--- config.mk ---
export PLATFORM = sky130hd
export DESIGN_NAME = rename_map
export DESIGN_NICKNAME = d
export VERILOG_FILES = /design/src/rtl/rename_pkg.sv /design/src/rtl/rename_ctrl.sv /design/src/rtl/rename_dp.sv /design/src/rtl/rename_map.sv
export SDC_FILE = /design/constraint.sdc
export NUM_CORES = 1
export LEC_CHECK = 0
export CAP_MARGIN = 20
export CORE_AREA = 2 2 168 170
export CTS_CLUSTER_DIAMETER = 40
export DETAILED_ROUTE_END_ITERATION = 12
export DIE_AREA = 0 0 170 172
export PLACE_DENSITY = 0.64
export SLEW_MARGIN = 20
export SYNTH_ARGS = -nofsm -noshare
export SYNTH_HDL_FRONTEND = slang
export SYNTH_SLANG_ARGS = --single-unit
--- constraint.sdc ---
create_clock -name clk -period 10.5 [get_ports clk]
set_input_delay 2.1 -clock clk [delete_from_list [all_inputs] [get_ports clk]]
set_output_delay 2.1 -clock clk [all_outputs]
set_load 0.01 [all_outputs]
--- src/rtl/rename_pkg.sv ---
package rename_pkg;
  localparam int ARCH_REGS = 8;
  localparam int PHYS_REGS = 16;
  localparam int ARCH_W = $clog2(ARCH_REGS);
  localparam int PHYS_W = $clog2(PHYS_REGS);
  localparam int CNT_W = 4;

  typedef struct packed {
    logic rename;
    logic alloc;
    logic pushOld;
    logic pushDone;
  } renStrobe_t;
endpackage

--- src/rtl/rename_ctrl.sv ---
module rename_ctrl
  import rename_pkg::*;
(
  input  logic       renValid,
  input  logic       dstValid,
  input  logic       freeEmpty,
  input  logic       oldZero,
  input  logic       doneRelease,
  output logic       renGrant,
  output logic       stall,
  output renStrobe_t strobe
);
  logic needReg;

  always_comb begin
    needReg = renValid && dstValid;
    stall = needReg && freeEmpty;
    renGrant = renValid && !stall;
    strobe.rename = renGrant;
    strobe.alloc = renGrant && dstValid;
    strobe.pushOld = renGrant && dstValid && oldZero;
    strobe.pushDone = doneRelease;
  end
endmodule

--- src/rtl/rename_dp.sv ---
module rename_dp
  import rename_pkg::*;
(
  input  logic              clk,
  input  logic              rstN,
  input  renStrobe_t        strobe,
  input  logic              src0Valid,
  input  logic [ARCH_W-1:0] src0Arch,
  input  logic              src1Valid,
  input  logic [ARCH_W-1:0] src1Arch,
  input  logic [ARCH_W-1:0] dstArch,
  input  logic              doneValid,
  input  logic [PHYS_W-1:0] doneTag,
  output logic [PHYS_W-1:0] src0Phys,
  output logic [PHYS_W-1:0] src1Phys,
  output logic [PHYS_W-1:0] dstPhys,
  output logic              freeEmpty,
  output logic              oldZero,
  output logic              doneRelease
);
  localparam int FREE_INIT = PHYS_REGS - ARCH_REGS;

  logic [PHYS_W-1:0] mapTab [ARCH_REGS];
  logic [CNT_W-1:0]  readers [PHYS_REGS];
  logic [PHYS_REGS-1:0] displaced;
  logic [PHYS_W-1:0] freeFifo [PHYS_REGS];
  logic [PHYS_W-1:0] headPtr, tailPtr;
  logic [PHYS_W:0]   freeCnt;

  logic [PHYS_W-1:0] oldPhys;
  logic [CNT_W-1:0]  oldNext;
  logic [PHYS_W-1:0] pushLo, pushHi;

  always_comb begin
    src0Phys = mapTab[src0Arch];
    src1Phys = mapTab[src1Arch];
    oldPhys = mapTab[dstArch];
    dstPhys = freeFifo[headPtr];
    freeEmpty = (freeCnt == '0);
    oldNext = readers[oldPhys]
            + CNT_W'(src0Valid && src0Phys == oldPhys)
            + CNT_W'(src1Valid && src1Phys == oldPhys)
            - CNT_W'(doneValid && doneTag == oldPhys && readers[oldPhys] != '0);
    oldZero = (oldNext == '0);
    doneRelease = doneValid && displaced[doneTag] && readers[doneTag] == CNT_W'(1);
    pushLo = (doneTag < oldPhys) ? doneTag : oldPhys;
    pushHi = (doneTag < oldPhys) ? oldPhys : doneTag;
  end

  always_ff @(posedge clk) begin
    if (!rstN) begin
      for (int a = 0; a < ARCH_REGS; a++) mapTab[a] <= PHYS_W'(a);
    end else if (strobe.alloc) begin
      mapTab[dstArch] <= dstPhys;
    end
  end

  always_ff @(posedge clk) begin
    if (!rstN) begin
      for (int p = 0; p < PHYS_REGS; p++) readers[p] <= '0;
      displaced <= '0;
    end else begin
      for (int p = 0; p < PHYS_REGS; p++) begin
        readers[p] <= readers[p]
          + CNT_W'(strobe.rename && src0Valid && src0Phys == PHYS_W'(p))
          + CNT_W'(strobe.rename && src1Valid && src1Phys == PHYS_W'(p))
          - CNT_W'(doneValid && doneTag == PHYS_W'(p) && readers[p] != '0);
      end
      if (strobe.alloc) begin
        displaced[dstPhys] <= 1'b0;
        displaced[oldPhys] <= !strobe.pushOld;
      end
      if (strobe.pushDone) displaced[doneTag] <= 1'b0;
    end
  end

  always_ff @(posedge clk) begin
    if (!rstN) begin
      for (int i = 0; i < PHYS_REGS; i++)
        freeFifo[i] <= (i < FREE_INIT) ? PHYS_W'(ARCH_REGS + i) : '0;
      headPtr <= '0;
      tailPtr <= PHYS_W'(FREE_INIT);
      freeCnt <= (PHYS_W+1)'(FREE_INIT);
    end else begin
      if (strobe.pushOld && strobe.pushDone) begin
        freeFifo[tailPtr] <= pushLo;
        freeFifo[tailPtr + PHYS_W'(1)] <= pushHi;
      end else if (strobe.pushOld) begin
        freeFifo[tailPtr] <= oldPhys;
      end else if (strobe.pushDone) begin
        freeFifo[tailPtr] <= doneTag;
      end
      tailPtr <= tailPtr + PHYS_W'(strobe.pushOld) + PHYS_W'(strobe.pushDone);
      headPtr <= headPtr + PHYS_W'(strobe.alloc);
      freeCnt <= freeCnt + (PHYS_W+1)'(strobe.pushOld) + (PHYS_W+1)'(strobe.pushDone)
               - (PHYS_W+1)'(strobe.alloc);
    end
  end
endmodule

--- src/rtl/rename_map.sv ---
module rename_map
  import rename_pkg::*;
(
  input  logic              clk,
  input  logic              rstN,
  input  logic              renValid,
  input  logic              src0Valid,
  input  logic [ARCH_W-1:0] src0Arch,
  input  logic              src1Valid,
  input  logic [ARCH_W-1:0] src1Arch,
  input  logic              dstValid,
  input  logic [ARCH_W-1:0] dstArch,
  input  logic              doneValid,
  input  logic [PHYS_W-1:0] doneTag,
  output logic              renGrant,
  output logic              stall,
  output logic [PHYS_W-1:0] src0Phys,
  output logic [PHYS_W-1:0] src1Phys,
  output logic [PHYS_W-1:0] dstPhys
);
  renStrobe_t strobe;
  logic freeEmpty, oldZero, doneRelease;

  rename_ctrl u_ctrl (
    .renValid(renValid), .dstValid(dstValid), .freeEmpty(freeEmpty),
    .oldZero(oldZero), .doneRelease(doneRelease),
    .renGrant(renGrant), .stall(stall), .strobe(strobe)
  );

  rename_dp u_dp (
    .clk(clk), .rstN(rstN), .strobe(strobe),
    .src0Valid(src0Valid), .src0Arch(src0Arch),
    .src1Valid(src1Valid), .src1Arch(src1Arch),
    .dstArch(dstArch), .doneValid(doneValid), .doneTag(doneTag),
    .src0Phys(src0Phys), .src1Phys(src1Phys), .dstPhys(dstPhys),
    .freeEmpty(freeEmpty), .oldZero(oldZero), .doneRelease(doneRelease)
  );
endmodule

# Yosys cells after proc, flatten, opt, wreduce, memory -nomap -nowiden
# Memory sizes are Yosys's and may differ from the RTL's. A register that Yosys moved wholly into a read port is not among the register bits.
# Cells that the tools add are included.
classes:
  addsub: 58
  order_cmp: 7
  eq_ne: 49
  n_mux: 59
  bitwise: 22
  n_reduce_logical: 108
op_table:
  columns: ["operator", "count"]
  rows:
  - ["adder 4 x 1 -> 4 bit", 37]
  - ["two-way mux 4 bit", 26]
  - ["equality test 4 bit, second input constant", 24]
  - ["logical AND 1 bit", 81]
  - ["nonzero test 4 bit", 17]
  - ["subtractor 4 x 1 -> 4 bit", 17]
  - ["equality test 4 x 3 -> 1 bit, second input constant", 12]
  - ["two-way mux 16 bit", 3]
  - ["AND 16 bit", 2]
  - ["inverter 16 bit", 2]
  - ["equality test 4 x 2 -> 1 bit, second input constant", 6]
  - ["two-way mux 1 bit", 24]
  - ["bitwise OR 1 bit", 18]
  - ["bitwise mux 16 bit", 1]
  - ["equality test 4 x 1 -> 1 bit, second input constant", 4]
  - ["logical NOT 4 bit", 4]
  - ["< comparator 4 x 5 -> 1 bit, second input constant", 3]
  - ["demux 1 bit (select 4 bit)", 3]
  - ["equality test 4 bit", 3]
  - ["greater-or-equal comparator 4 x 1 -> 1 bit, second input constant", 3]
  - ["OR reduction 4 bit", 3]
  - ["adder 5 x 1 -> 5 bit", 2]
  - ["logical NOT 5 bit", 1]
  - ["subtractor 5 x 1 -> 5 bit", 1]
  - ["other kinds (5)", 6]
totals:
  reg_bits: 29
  ram_bits: 160
  elab_cells: 310
  n_memories: 3
memory_table:
  columns: ["name", "words", "word_bits", "rd", "rd_ports_with_merged_regs", "write_ports", "line_no", "source"]
  rows:
  - ["u_dp.freeFifo", 16, 4, 1, 1, 16, "rename_dp.sv:26", "logic [PHYS_W-1:0] freeFifo [PHYS_REGS];"]
  - ["u_dp.readers", 16, 4, 18, 0, 16, "rename_dp.sv:24", "logic [CNT_W-1:0] readers [PHYS_REGS];"]
  - ["u_dp.mapTab", 8, 4, 3, 0, 8, "rename_dp.sv:23", "logic [PHYS_W-1:0] mapTab [ARCH_REGS];"]

# Longest topological paths before layout
# Gate-level depths: netlist of run 1.
# An unclocked memory read counts as a cell.
depth:
  depth_word: 16
  mapped_depth: 36
  depth_no_buf: 28

# Modules after synthesis
# A second synthesis of run 1 with hierarchy kept.
unflattened:
  cells_unflattened: 1301
  area_unflattened_um2: 12788.5
by_module_without_submodules:
  columns: ["mod", "instances", "cells_each", "area_each_um2", "seq_area_each_um2"]
  rows:
  - ["rename_dp", 1, 1295, 12738.5, 4744.6]
  - ["rename_ctrl", 1, 6, 50.0, 0.0]

# Worst setup path before layout of run 1
# Ideal clock, no wire load.
synth_path:
  path_kind: "in2reg"
  startpoint: "input dstArch[1]"
  endpoint: "register u_dp.freeCnt[4]"
  setup_time_ns: 0.071
  arrival_time_ns: 8.168
  setup_slack_ns: 2.261
  cell_stages: 34
  path_buffers: 8
  cell_sequence: "buf_4 -> buf_2 -> mux2i_1 -> o221ai_1 -> a22o_1 -> buf_2 -> inv_1 -> buf_2 -> buf_2 -> o211ai_1 -> a21oi_1 -> a21oi_1 -> o21ai_0 -> ha_1 -> inv_1 -> o31a_1 -> ha_1 -> inv_1 -> fa_1 -> inv_1 -> fa_1 -> nor4b_1 -> and2_4 -> buf_2 -> inv_1 -> buf_2 -> buf_1 -> fa_1 -> inv_1 -> fa_1 -> a21oi_1 -> nor2_1 -> or3_1 -> a21oi_1"
synth_between:
  elab_chain_len: 11
  word_cells_on_any_way: 18
  cone_classes: "add/sub (6); eq/ne (3); reduce/logical (7); memory (2)"
synth_rtl:
  columns: ["element", "line_no", "source"]
  rows:
  - ["start, declared", "rename_map.sv:12", "input logic [ARCH_W-1:0] dstArch,"]
  - ["memory (8 x 4 bit) *", null, null]
  - ["branches (longest 4 deep; another with memory (16 x 4 bit))", null, null]
  - ["subtractor 4 x 1 -> 4 bit *", "rename_dp.sv:43", "- CNT_W'(doneValid && doneTag == oldPhys && readers[oldPhys] != '0);"]
  - ["logical NOT 4 bit *", "rename_dp.sv:44", "oldZero = (oldNext == '0);"]
  - ["logical AND 1 bit *", "rename_ctrl.sv:21", "strobe.pushOld = renGrant && dstValid && oldZero;"]
  - ["adder 5 x 1 -> 5 bit * (2 in a row)", "rename_dp.sv:95", "freeCnt <= freeCnt + (PHYS_W+1)'(strobe.pushOld) + (PHYS_W+1)'(strobe.pushDone)"]
  - ["subtractor 5 x 1 -> 5 bit *", "rename_dp.sv:96", "- (PHYS_W+1)'(strobe.alloc);"]
  - ["end signal, assigned", "rename_dp.sv:83", "freeCnt <= (PHYS_W+1)'(FREE_INIT);"]
  - ["end signal, assigned", "rename_dp.sv:95", null]
  - ["end, declared", "rename_dp.sv:28", "logic [PHYS_W:0] freeCnt;"]
# Every way passes the cells marked *.
# A chain may end at the register's enable or synchronous reset.

==> results_dict.tcl, run 1 <==
set metrics [dict create \
    min-delay-start "u_dp.displaced[2]" \
    clock_skew_ps 19.2 \
    rr_startpoint "u_dp.mapTab[4][0]" \
    syn_inst 1489 \
    grtUsageTotal_pct 28.2 \
    routed_wl_mm 39.9 \
    dp_hpwl_mm 29.1 \
    cap_violations 0 \
    finalHoldViolCount 0 \
    rsz0062_at_grt "false" \
    area_growth_pct 7.77 \
    die_width_um 170 \
    worst_pin_slew_ps 1090 \
    die_h_um 172 \
    syn_area_um2 13600 \
    hold_buffers 0 \
    post-synth-top-area-cell "edfxtp_1" \
    rows 61 \
    port_buffers 33 \
    drt.antenna.violating_nets 0 \
    fin_util_pct 53.3 \
    layout-drive-gt1-share_pct 7.86 \
    finalCritPeriodShare_pct 87.2 \
    nNetsFinal 1599 \
    rr_endpoint "u_dp.freeFifo[4][1]" \
    finalNonFillerCells 1821 \
    syn_nets 1626 \
    cp_slowest_cell "clkdlybuf4s50_1" \
    grt_pass1_wl_mm 62.7 \
    fp.coreArea_um2 27500 \
    start_util_pct 49.4 \
    synthTopCellsByArea "edfxtp_1 (21%), dfxtp_1 (14%), ha_1 (7.4%), mux4_2 (6.0%), fa_1 (5.5%)" \
    grt_pass1_vias 11200 \
    required_ps 10770 \
    cts_buffers 17 \
    num_vias 11600 \
    cp_max_fo 49 \
    grt_start_max_net_pins 78 \
    fin_area_um2 14600 \
    htree_levels 4 \
    ios 34 \
    gp_congestion 0.927 \
    synthArstFlopShare_pct 0 \
    cts_root_buffer "clkbuf_16" \
    first_pass_iters 5 \
    clk-insertion-delay-late_ps 460 \
    rrSetupSlack_ps 3740 \
    fin_tns_setup_ps 0 \
    path_clk_slew_ps 70 \
    wl_per_cell_um 21.9 \
    drc 0 \
    drt_iter0_drc 1383 \
    tritoncts "built" \
    peakVddDrop_v 0.0000876 \
    min_to "u_dp.displaced[2]" \
    yosys_warnings 0 \
    critPathMaxStageDelay_ps 1040 \
    synth_edf_count 96 \
    synth_seq_cells 189 \
    hp-class "reg2reg" \
    setup_viol 0 \
    slew_viol_final 0 \
    cp-start-kind "input port" \
    die_area_um2 29200 \
    fmax_ghz 0.109 \
    reg2regPathDepth 23 \
    via_per_inst 6.36 \
    power.density_nw_per_um2 137 \
    hold_depth 2 \
    cts_setup_buffers 0 \
    status "finished, final reports clean" \
    clock_sinks 189 \
    overflow 0 \
    critical_path_class "in2reg" \
    synth.distinct_cells 75 \
    end_kind "flip-flop" \
    placed_area_um2 14000 \
    path_cells "clkdlybuf4s50_1, mux2_2, o22ai_1, a221o_1, clkinv_1, nor2_1, o221ai_1, a21oi_1, nor2_1, o21ai_0, o31a_1, ha_1, inv_1, fa_1, inv_1, fa_1, xnor2_1, nor4b_1, and2_4, o21ai_1, o2bb2ai_1, a32o_1, nand2_1, o32ai_1" \
    synth-seq-area-share_pct 34.9 \
    syn_avg_cell_area_um2 9.12 \
    worstPathArrival_ps 9430 \
    hold_ws_ps 473 \
    synth.top_cell.area_share_pct 21.2 \
    yosys_most_used_dff "edfxtp_1" \
    antenna_found_initial 0 \
    p_leak_nw 5.11 \
    place_inst 1789 \
    fin_crit_ps 9150 \
    clockBufferDepth 2 \
    max-slew-margin-rel_pct 26.7 \
    cts.repair.resized 0 \
    antenna_cells 0 \
]
cells by family after synthesis:
logic type	count (synthesis)	synth area share (%)
and+or+nand+nor	509	17.1
AOI/OAI and AO/OA	338	16.9
buffers and inverters	219	6.62
DFF	189	34.9
adders and majority gates	117	12.8
muxes	69	8.49
xor gates and xnor gates	48	3.10
worst max-delay path, delay by kind of cell:
kind | cells | cell delay, ps
compound gates | 10 | 2590
xor+xnor | 1 | 130
fa+ha+maj | 3 | 780
buf+inv | 4 | 1650
mux | 1 | 410
simple gates | 5 | 1740
registers in the layout, summed over array words and instances (netlist names):
register        cells
u_dp.headPtr        4
u_dp.freeFifo      64
u_dp.freeCnt        5
u_dp.tailPtr        4
u_dp.readers       64
u_dp.displaced     16
u_dp.mapTab        32
metrics by stage:
stage          setup slack (ps)  total power, mW
2_1_floorplan              2260             1.20
3_3_place_gp               1090             1.33
3_5_place_dp               1020             1.34
4_1_cts                    1480             2.00
5_1_grt                     741             2.09
6_report                   1350             2.01
cells in the mapped netlist, drive strengths merged, types with 5 or more instances:
cell and count:
a211oi 31, a21o 19, a21oi 68, a22oi 30, a31oi 7, a32oi 10, a41oi 5, and2 44
and3 13, buf 44, clkbuf 55, dfxtp 93, edfxtp 96, fa 37, ha 80, inv 119
mux2 9, mux2i 24, mux4 36, nand2 138, nand2b 9, nand3 37, nand4 9, nor2 192
nor2b 8, nor3 20, nor4 11, nor4b 5, o211ai 17, o21ai 62, o221ai 22, o22ai 30
o32ai 8, or2 7, or3 9, xnor2 46
final cells by class:
class / count / area (um2)
clock buffer: 17 / 425
timing repair buffer: 53 / 475
sequential: 189 / 4740
clock inverter: 15 / 160
multi-input combinational: 1081 / 7940
fill: 2525 / 12800
inverter: 120 / 453
tap: 346 / 433
power breakdown:
part | leakage [nW] | internal [mW] | switching, mW
Sequential | 1.63 | 0.809 | 0.0305
Combinational | 3.20 | 0.181 | 0.313
Clock | 0.278 | 0.355 | 0.321
Total | 5.11 | 1.34 | 0.664
how the worst max path moves through the flow:
| stage | from | endpoint | slack (ps) | cells past startpoint |
|---|---|---|---|---|
| floorplan | dstArch[1] | u_dp.freeCnt[4] | 2260 | 34 |
| global route | dstArch[1] | u_dp.freeFifo[4][1] | 740 | 24 |
| detailed placement | dstArch[1] | u_dp.freeFifo[4][1] | 1020 | 24 |
| finish | dstArch[1] | u_dp.freeFifo[4][1] | 1350 | 24 |
| global placement | dstArch[1] | u_dp.freeFifo[4][1] | 1090 | 24 |
| CTS | dstArch[1] | u_dp.freeFifo[4][1] | 1480 | 24 |
metal layers:
layer  vias up  part of all wire (%)  track usage (%)
met5         -                     0                0
met4         0                   4.5             13.8
met3       116                   8.7             5.68
met2       612                    45             44.7
met1      5554                    41             37.0
li1       5308                     -                -
placed cells by master (no fill, tap or decap), drive strengths merged, types with 4 or more instances in the layout:
cell type,instances
nor2,192
nand2,138
inv,125
edfxtp,96
dfxtp,93
ha,80
a21oi,68
o21ai,62
xnor2,46
and2,44
nand3,37
fa,37
mux4,36
clkdlybuf4s50,32
a211oi,31
o22ai,30
a22oi,30
mux2i,24
o221ai,22
buf,21
nor3,20
a21o,19
o211ai,17
clkbuf,17
and3,13
nor4,11
a32oi,10
nand4,9
mux2,9
nand2b,9
or3,9
nor2b,8
o32ai,8
or2,7
a31oi,7
nor4b,5
a41oi,5
clkinv,5
o311ai,4
(Power assumes the default switching activity.)
==> inputs of run 2 (changes only) <==
--- a/config.mk
+++ b/config.mk
@@ -10,7 +10,8 @@
 export CTS_CLUSTER_DIAMETER = 40
 export DETAILED_ROUTE_END_ITERATION = 12
 export DIE_AREA = 0 0 170 172
-export PLACE_DENSITY = 0.64
+export GPL_TIMING_DRIVEN = 0
+export PLACE_DENSITY_LB_ADDON = 0.12
 export SLEW_MARGIN = 20
 export SYNTH_ARGS = -nofsm -noshare
 export SYNTH_HDL_FRONTEND = slang
==> run 2 against run 1 <==
Register-to-register slack got worse by 1100 ps. Design area increased by 1.3%. Worst setup slack got worse by 770 ps. Final cell count increased by 3.9%. Clock power decreased by 5.9%. Combinational power increased by 6.1%. Total power decreased by 0.63%. Global-route usage increased by 3.8 points. Sequential share of layout area decreased by 0.42 points. Die area unchanged. Critical endpoint is now u_dp.freeFifo[2][2]. Largest power group unchanged.
==> results_dict.tcl, run 2 (synthesis results as in run 1) <==
set metrics [dict create \
    cap_violations 0 \
    cp_max_fo 10 \
    power.total_mw 2.00 \
    max-slew-margin-rel_pct 30.0 \
    final_common_cell "nor2_1" \
    cts_root_buffer "clkbuf_16" \
    cts_buffers 17 \
    cts_setup_buffers 0 \
    power.density_nw_per_um2 135 \
    status "finished, final reports clean" \
    hold_ws_ps 482 \
    fp.coreArea_um2 27500 \
    gp_congestion 0.974 \
    place_inst 1861 \
    routed_wl_mm 45.1 \
    path_clk_slew_ps 70 \
    p_leak_nw 5.21 \
    slew_viol_final 0 \
    clk-insertion-delay-late_ps 460 \
    hold_buffers 0 \
    fin_tns_setup_ps 0 \
    area_growth_pct 9.17 \
    setup_viol 0 \
    grt_start_max_net_pins 18 \
    grt_pass1_wl_mm 69.2 \
    clock_sinks 189 \
    grtUsageTotal_pct 31.9 \
    htree_levels 4 \
    die_width_um 170 \
    num_vias 12000 \
    required_ps 10590 \
    placed_area_um2 14300 \
    fmax_ghz 0.101 \
    drt.antenna.violating_nets 0 \
    clockBufferDepth 2 \
    rows 61 \
    first_pass_iters 5 \
    dp_slack_ps -104 \
    via_per_inst 6.35 \
    ios 34 \
    hp-class "reg2reg" \
    grt_pass1_vias 11500 \
    drc 0 \
    nFillCells 2606 \
    worst_slack_ps 579 \
    finalNonFillerCells 1892 \
    layout-drive-gt1-share_pct 8.09 \
    wl_per_cell_um 23.9 \
    top_regs "u_dp.freeFifo: 64 flops, u_dp.readers: 64 flops, u_dp.mapTab: 32 flops" \
    die_area_um2 29200 \
    overflow 0 \
    cts.repair.resized 0 \
    seq_area_um2 4740 \
    worst_pin_slew_ps 1040 \
    final_cell_mix "nor2_1 (191), nand2_1 (138), inv_1 (117), edfxtp_1 (96), dfxtp_1 (93)" \
    tritoncts "built" \
    fin_util_pct 53.9 \
    die_h_um 172 \
    antenna_found_initial 0 \
    port_buffers 26 \
    worstPathArrival_ps 10010 \
    nNetsFinal 1670 \
    fin_crit_ps 9920 \
    end_kind "flip-flop" \
    drt_iter0_drc 1283 \
    multi_input_area_um2 7940 \
    finalCritPeriodShare_pct 94.5 \
    peakVddDrop_v 0.0000824 \
    antenna_cells 0 \
    rsz0062_at_grt "false" \
    critical_path_class "in2reg" \
    cp-start-kind "input port" \
    fin_area_um2 14800 \
    dp_hpwl_mm 34.6 \
    finalHoldViolCount 0 \
    start_util_pct 49.4 \
    clock_skew_ps 20.6 \
]
==> run 2: cell types whose count changed in the layout (fill, tap and decap cells not counted), moves of 2 or more <==
cell and change:
inv_6 -2, clkinv_4 +2, clkinvlp_4 -2, clkinv_2 +2, inv_4 +2, clkinv_1 -2
buf_4 -18, clkbuf_1 +56, clkdlybuf4s50_1 -6, buf_6 +5, buf_2 +22, bufinv_16 -2
buf_1 +13
==> run 2: layout make-up <==
cell class,instances,area share [%]
plain buffers,98,2.98
clock buffers,20,3.02
clock inverters,12,0.684
well taps,346,2.92
flip-flops and latches,189,32.0
inverters,120,3.06
multi-input cells,1081,53.6
repair buffers,26,1.76
==> run 2: path summary, 6_finish.rpt <==
check,slack (ps),endpoint,startpoint,cells after the start
setup / recovery,580,u_dp.freeFifo[2][2],dstArch[1],27
hold / removal,480,u_dp.displaced[8],u_dp.displaced[8],2
setup reg to reg,2630,u_dp.freeFifo[2][2],u_dp.mapTab[4][0],25
hold reg to reg,480,u_dp.displaced[8],u_dp.displaced[8],2
==> run 2: critical path, cell delays in order <==
cell             delay [ps]
clkdlybuf4s50_1         520
buf_4                   220
mux2_2                  350
o22ai_1                 270
a221o_1                 460
clkbuf_1                520
buf_1                   600
o211ai_1                180
a21oi_1                 190
a21oi_1                  50
o21ai_0                 450
ha_1                    230
inv_1                    40
o31a_1                  290
ha_1                    290
inv_1                    70
fa_1                    200
inv_1                    60
fa_1                    370
xnor2_1                 130
nor4b_1                 230
and2_4                  220
buf_2                   220
clkbuf_1                410
clkbuf_1                610
nand2_1                 190
o221ai_1                500
==> run 2: where the power goes <==
part           total (mW)  internal [mW]  switching [mW]
logic               0.524          0.186           0.338
registers           0.836          0.809          0.0274
clock network       0.636          0.325           0.311
==> run 2: routing by layer <==
layer	GRT usage (%)	share of wire [%]	vias to the layer above
met5	0	0	-
met4	16.6	5.4	0
met3	4.78	8.1	128
met2	51.1	45	640
met1	42.2	41	5800
li1	-	-	5447
